## src/rtl/idle_trap_chan.sv

```systemverilog
module idle_trap_chan #(
  parameter int AW = 32,
  parameter int CW = 16,
  parameter int DW = 32
) (
  input  logic          clk,
  input  logic          rst_n,
  input  logic          tick,
  input  logic          pm_en,
  input  logic          bus_valid,
  input  logic          bus_is_mem,
  input  logic [AW-1:0] bus_addr,
  input  logic          wr_en,
  input  logic [2:0]    wr_sel,
  input  logic [DW-1:0] wr_data,
  output logic [CW-1:0] idle_cnt,
  output logic [1:0]    smi_stat,
  output logic          smi_req
);

  localparam logic [2:0] SEL_RELOAD = 3'd0;
  localparam logic [2:0] SEL_BASE   = 3'd1;
  localparam logic [2:0] SEL_MASK   = 3'd2;
  localparam logic [2:0] SEL_CTRL   = 3'd3;
  localparam logic [2:0] SEL_STAT   = 3'd4;
  localparam logic [CW-1:0] CNT_ONE = CW'(1);

  logic [CW-1:0] reload_q, cnt_q, cnt_nxt;
  logic [AW-1:0] base_q, mask_q;
  logic          timer_en_q, trap_en_q, mem_q;
  logic [1:0]    stat_q, stat_set, stat_clr;
  logic          hit, expire;

  wire wr_reload = wr_en && (wr_sel == SEL_RELOAD);
  wire wr_ctrl   = wr_en && (wr_sel == SEL_CTRL);
  wire wr_stat   = wr_en && (wr_sel == SEL_STAT);
  wire start     = wr_ctrl && wr_data[0] && !timer_en_q;

  assign hit = bus_valid && (bus_is_mem == mem_q) &&
               (((bus_addr ^ base_q) & ~mask_q) == '0);

  always_comb begin
    cnt_nxt = cnt_q;
    if (wr_reload)
      cnt_nxt = wr_data[CW-1:0];
    else if (start)
      cnt_nxt = reload_q;
    else if (timer_en_q) begin
      if (hit)
        cnt_nxt = reload_q;
      else if (tick && cnt_q != '0)
        cnt_nxt = cnt_q - CNT_ONE;
    end
  end

  assign expire   = (cnt_q == CNT_ONE) && (cnt_nxt == '0);
  assign stat_set = {trap_en_q && hit, expire && pm_en};
  assign stat_clr = wr_stat ? wr_data[1:0] : 2'b00;

  always_ff @(posedge clk) begin
    if (!rst_n) begin
      reload_q   <= '0;
      base_q     <= '0;
      mask_q     <= '0;
      timer_en_q <= 1'b0;
      trap_en_q  <= 1'b0;
      mem_q      <= 1'b0;
      cnt_q      <= '0;
      stat_q     <= '0;
    end else begin
      if (wr_reload) reload_q <= wr_data[CW-1:0];
      if (wr_en && wr_sel == SEL_BASE) base_q <= wr_data[AW-1:0];
      if (wr_en && wr_sel == SEL_MASK) mask_q <= wr_data[AW-1:0];
      if (wr_ctrl) begin
        timer_en_q <= wr_data[0];
        trap_en_q  <= wr_data[1];
        mem_q      <= wr_data[2];
      end
      cnt_q  <= cnt_nxt;
      stat_q <= (stat_q & ~stat_clr) | stat_set;
    end
  end

  assign idle_cnt = cnt_q;
  assign smi_stat = stat_q;
  assign smi_req  = |stat_q;

endmodule

```

## config.mk

```make
export PLATFORM = sky130hd
export DESIGN_NAME = idle_trap_chan
export DESIGN_NICKNAME = d
export VERILOG_FILES = /design/src/rtl/idle_trap_chan.sv
export SDC_FILE = /design/constraint.sdc
export NUM_CORES = 1
export LEC_CHECK = 0
export BUFFER_PORTS_ARGS = -buffer_cell sky130_fd_sc_hd__clkbuf_2
export CORE_MARGIN = 2
export CORE_UTILIZATION = 56
export DETAILED_ROUTE_END_ITERATION = 10
export PLACE_DENSITY = 0.9
export SLEW_MARGIN = 30
export SYNTH_ARGS = -nofsm -noshare
export SYNTH_HDL_FRONTEND = slang
export SYNTH_SLANG_ARGS = --single-unit
export TNS_END_PERCENT = 100
```

## constraint.sdc

```tcl
create_clock -name clk -period 3.2 [get_ports clk]
set_input_delay 0.32 -clock clk [delete_from_list [all_inputs] [get_ports clk]]
set_output_delay 0.32 -clock clk [all_outputs]
set_load 0.01 [all_outputs]
```

# Word level (Yosys, flattened, before mapping)
# Cells that the tools add are included.
[totals]
wordCells = 46
latch_bits = 0
regBits = 101
out_inout_bits = 19
mem_count = 0
rom_bits = 0
in_bits = 74
ram_bits = 0
[op_classes]
n_shift = 0
addsub = 1
n_div = 0
n_mux = 6
multipliers = 0
bitwise = 6
order_cmp = 0
n_eq_ne = 6
n_reduce_logical = 19
[op_table]
columns = ["op", "count"]
rows = [
  ["two-way mux 16 bit", 5],
  ["AND 32 bit", 1],
  ["zero test 32 bit", 1],
  ["inverter 32 bit", 1],
  ["bitwise XOR 32 bit", 1],
  ["equality test 16 x 1 -> 1 bit (second input constant)", 1],
  ["zero test 16 bit", 1],
  ["nonzero test 16 bit", 1],
  ["subtractor 16 x 1 -> 16 bit (second input constant)", 1],
  ["logical AND 1 bit", 13],
  ["equality test 3 x 2 -> 1 bit (second input constant)", 2],
  ["equality test 3 x 1 -> 1 bit (second input constant)", 1],
  ["equality test 3 bit (second input constant)", 1],
  ["zero test 3 bit", 1],
  ["AND 2 bit", 1],
  ["two-way mux 2 bit", 1],
  ["inverter 2 bit", 1],
  ["OR 2 bit", 1],
  ["OR reduction 2 bit", 1],
  ["equality test 1 bit", 1],
  ["zero test 1 bit", 1],
]

# Depth between registers and ports, before layout
[depth]
word_depth = 12
mapped_depth = 11
ltp_nobuf = 11

# Worst setup path before layout
# OpenSTA, ideal clock, no wires.
[synth_timing]
path_type = "reg2reg"
from = "register cnt_q[2] (netlist: idle_cnt[2])"
to = "register stat_q[0] (netlist: smi_stat[0])"
period_less_slack_ps = 2488
path_slack_ps = 712
arrival_ps = 2429
required_ps = 3141
n_path_buf = 1
setup_time_ps = 59
path_stages_with_launch = 10
cell_sequence = "dfxtp_1 > buf_4 > or4_4 > nor3_2 > nand3b_2 > xnor2_1 > a221o_1 > nor4_1 > nor4b_2 > a31o_1"
[synth_via]
elab_chain_len = 11
elab_cells_between_ends = 13
cone_classes = "add/sub: 1; eq/ne: 1; mux: 5; bitwise: 1; reduce/logical: 5"
[synth_lines]
columns = ["element", "line_no", "source"]
rows = [
  ["start: declaration", "28", "logic [CW-1:0] reload_q, cnt_q, cnt_nxt;"],
  ["start signal: assignment", "79", "cnt_q <= cnt_nxt;"],
  ["branches (longest 8 deep; another with subtractor 16 x 1 -> 16 bit)", "--", ""],
  ["logical AND 1 bit (*)", "56", "assign expire = (cnt_q == CNT_ONE) && (cnt_nxt == '0);"],
  ["logical AND 1 bit (*)", "57", "assign stat_set = {trap_en_q && hit, expire && pm_en};"],
  ["OR 2 bit (*)", "80", "stat_q <= (stat_q & ~stat_clr) | stat_set;"],
  ["end signal: assignment", "80", ""],
  ["end: declaration", "31", "logic [1:0] stat_q, stat_set, stat_clr;"],
]
# Mark *: on every way between the ends.
# A chain may end at the register's enable or synchronous reset.

# Worst setup path after layout
[layout_timing]
from = "register base_q[11]"
to = "register stat_q[0] (netlist: smi_stat[0])"
[layout_via]
elab_chain_len = 12
[layout_lines]
columns = ["element", "line_no", "source"]
rows = [
  ["start: declaration", "29", "logic [AW-1:0] base_q, mask_q;"],
  ["start signal: assignment", "72", "if (wr_en && wr_sel == SEL_BASE) base_q <= wr_data[AW-1:0];"],
  ["bitwise XOR 32 bit", "40", "(((bus_addr ^ base_q) & ~mask_q) == '0);"],
  ["AND 32 bit", "40", ""],
  ["zero test 32 bit", "40", ""],
  ["logical AND 1 bit", "39", "assign hit = bus_valid && (bus_is_mem == mem_q) &&"],
  ["two-way mux 16 bit", "49", "if (hit)"],
  ["two-way mux 16 bit", "48", "else if (timer_en_q) begin"],
  ["two-way mux 16 bit", "46", "else if (start)"],
  ["two-way mux 16 bit", "44", "if (wr_reload)"],
  ["zero test 16 bit", "56", ""],
  ["logical AND 1 bit", "56", ""],
  ["logical AND 1 bit", "57", ""],
  ["OR 2 bit", "80", ""],
]
# No other way between the ends.

==> impl_metrics.py <==
metrics = {
    "outcome": {
        "status": "finished clean",
    },
    "timing": {
        "worst_pin_slew_ns": 0.811,
        "setup_viol": 0,
        "rsz0062_at_grt": "no",
        "period_minus_slack_ns": 2.98,
        "fmax_mhz": 336,
        "tns_ns": 0,
        "clock_skew_ns": 0.0121,
        "fin_crit_sh": 0.930,
        "hold_violations": 0,
        "slew_violations": 0,
        "slew_headroom": 0.459,
    },
    "floorplanning": {
        "chipHeight_um": 101,
        "io_pins": 93,
        "fp.dieW_um": 101,
        "rows": 35,
        "core-area_um2": 9200,
        "dieArea_um2": 10200,
        "initial_core_util": 0.572,
    },
    "worst_setup_path": {
        "crit_fanout": 13,
        "worstReg2RegStart": "base_q[11]",
        "cp.arrival_ns": 3.30,
        "reg2reg_depth": 9,
        "critPathRequiredTime_ns": 3.52,
        "path_class": "reg -> reg",
        "reg2reg_to": "smi_stat[0]",
        "start_kind": "flip-flop",
        "cp-endpoint": "smi_stat[0]",
        "worstSetupStartpoint": "base_q[11]",
        "r2r_slack_ns": 0.22,
        "cp-end-kind": "flip-flop",
    },
    "yosys": {
        "synthAdderAreaFrac": 0.00714,
        "async_flop_share": 0,
        "synth_compound_area_frac": 0.207,
        "synth_top_family_by_area": "simple AND/OR/NAND/NOR gates",
        "synth-edff-count": 0,
        "syn_avg_cell_area_um2": 8.23,
        "synthMuxAreaShare": 0.0428,
        "synth_cells": 639,
        "ys_seq_area_frac": 0.384,
        "yosysWarnings": 0,
        "synth_top_flop_cell": "dfxtp_1",
        "synth_seq_cells": 101,
        "yosysUniqueCellTypes": 63,
        "synth_xor_area_frac": 0.0749,
        "syn_nets": 716,
        "synth-simple-area-share": 0.241,
        "syn_area_um2": 5260,
    },
    "grt": {
        "antenna_found_initial": 0,
        "track_usage": 0.268,
        "grt_max_degree": 102,
        "grt_pass1_wl_um": 21700,
        "overflow": 0,
        "grt_pass1_vias": 4500,
    },
    "clock_tree": {
        "cts-hold-fix-buffers": 0,
        "ctsResizeCount": 0,
        "worst_skew_pair.late_latency_ns": 0.37,
        "cts_setup_buffers": 0,
        "htreeDepth": 3,
        "clock-sinks": 101,
        "cts_tree": "yes",
        "cts_max_path_buffers": 2,
        "path_clk_slew_ns": 0.10,
        "cts_root_buffer": "clkbuf_8",
        "cts_buffers": 9,
    },
    "job": {
        "cap_viol_max_count": 0,
    },
    "layout": {
        "layout-drive-gt1-share": 0.195,
        "final_area_um2": 5930,
        "diodes": 0,
        "synthToLayoutAreaGrowth_pct": 12.7,
        "instances_no_fill": 825,
        "final_nets": 787,
    },
    "power": {
        "p_leak_nw": 2.27,
        "peakVddDrop_v": 0.000270,
        "p_per_area_nw_per_um2": 437,
    },
    "routing": {
        "antenna_left": 0,
        "vias": 4757,
        "drc": 0,
        "drt_iter0_drc": 454,
        "routed_wl_um": 13400,
        "vias_per_cell": 5.77,
        "drt_pass1_iterations": 6,
        "wl_per_cell_um": 16.3,
    },
    "place": {
        "place_hpwl_um": 9600,
        "portBuffers": 92,
        "place_area_um2": 5710,
        "gp_congestion": 0.946,
        "placed_cells": 810,
    },
    "min_path": {
        "hold_path.class": "in -> reg",
        "holdPathStages": 3,
    },
}
[cell usage in the layout, fill, tap and decap left out, types with 11 or more instances in the layout]
cell type	count
o21ai_0	19
nor2_1	15
mux2i_1	18
xnor2_1	44
clkbuf_2	92
dfxtp_1	101
a21boi_0	83
a21oi_1	14
nand3_1	11
o22ai_1	15
nand2_1	179
[logic make-up after synthesis]
group	after synthesis
compound gates	156
xor+xnor	45
fa+ha+maj	3
buf+inv	44
flops	101
mux	22
simple gates	268
[power by group]
part | switching (mW) | internal, mW | total [mW]
combinational | 0.205 | 0.170 | 0.375
clock | 0.442 | 0.457 | 0.899
sequential | 0.0286 | 1.29 | 1.31
total | 0.675 | 1.91 | 2.59
[sequential cells by signal (all words and copies together) (netlist names)]
register and count:
reload_q 16, timer_en_q 1, idle_cnt 16, smi_stat 2
base_q 32, mask_q 32, trap_en_q 1, mem_q 1
[metrics by stage]
step	power, mW	hold slack [ns]	worst slack [ns]	util
3_3_place_gp	1.70	0.452	0.403	0.621
2_1_floorplan	1.58	0.444	0.712	-
4_1_cts	2.59	0.187	0.248	0.644
3_5_place_dp	1.71	0.460	0.196	0.621
6_report	2.59	0.191	0.223	0.644
5_1_grt	2.68	0.195	0.0148	0.644
[worst max-delay path, cell delays in order (launching register included)]
cell and delay (ns):
dfxtp_1 0.34, xnor2_1 0.22, o22ai_1 0.13, nor4_2 0.37
and3_1 0.36, nand2_1 0.39, a2111oi_0 0.60, nand4bb_1 0.16
nor4_1 0.19, a31o_1 0.17
[layout make-up]
| cell class | count | area (um2) |
|---|---|---|
| flip-flops and latches | 101 | 2020 |
| clock inverters | 4 | 72.6 |
| clock buffers | 11 | 141 |
| well taps | 111 | 139 |
| fillers | 765 | 3270 |
| inverters | 5 | 18.8 |
| repair buffers | 99 | 513 |
| multi-input cells | 494 | 3020 |
[synthesized netlist by cell type, types with 8 or more instances]
cell type	count	area, um2
clkbuf_1	29	109
a21oi_1	14	70.1
o21ai_0	19	95.1
o22ai_1	15	93.8
nand3_1	11	55.1
nor3_1	8	40.0
xnor2_1	44	385
and2_1	10	62.6
dfxtp_1	101	2020
nand2_1	179	672
nor2_1	17	63.8
a21boi_0	83	623
mux2i_1	18	180
[metal layers]
metal  up-vias  global-route usage  routed length (um)
met5         -                   0                   0
met4         0              0.0998                 263
met3        20              0.0354                1090
met2       204               0.433                6380
met1      2201               0.366                5710
li1       2332                   -                   -
[worst min path at each step]
stage	from	endpoint	slack (ns)
2_1_floorplan	mask_q[12]	mask_q[12]	0.44
3_3_place_gp	mask_q[22]	mask_q[22]	0.45
4_1_cts	wr_data[17]	mask_q[17]	0.19
3_5_place_dp	mask_q[30]	mask_q[30]	0.46
5_1_grt	wr_data[16]	base_q[16]	0.20
6_report	wr_data[17]	base_q[17]	0.19
Power figures use the tool's default switching activity.
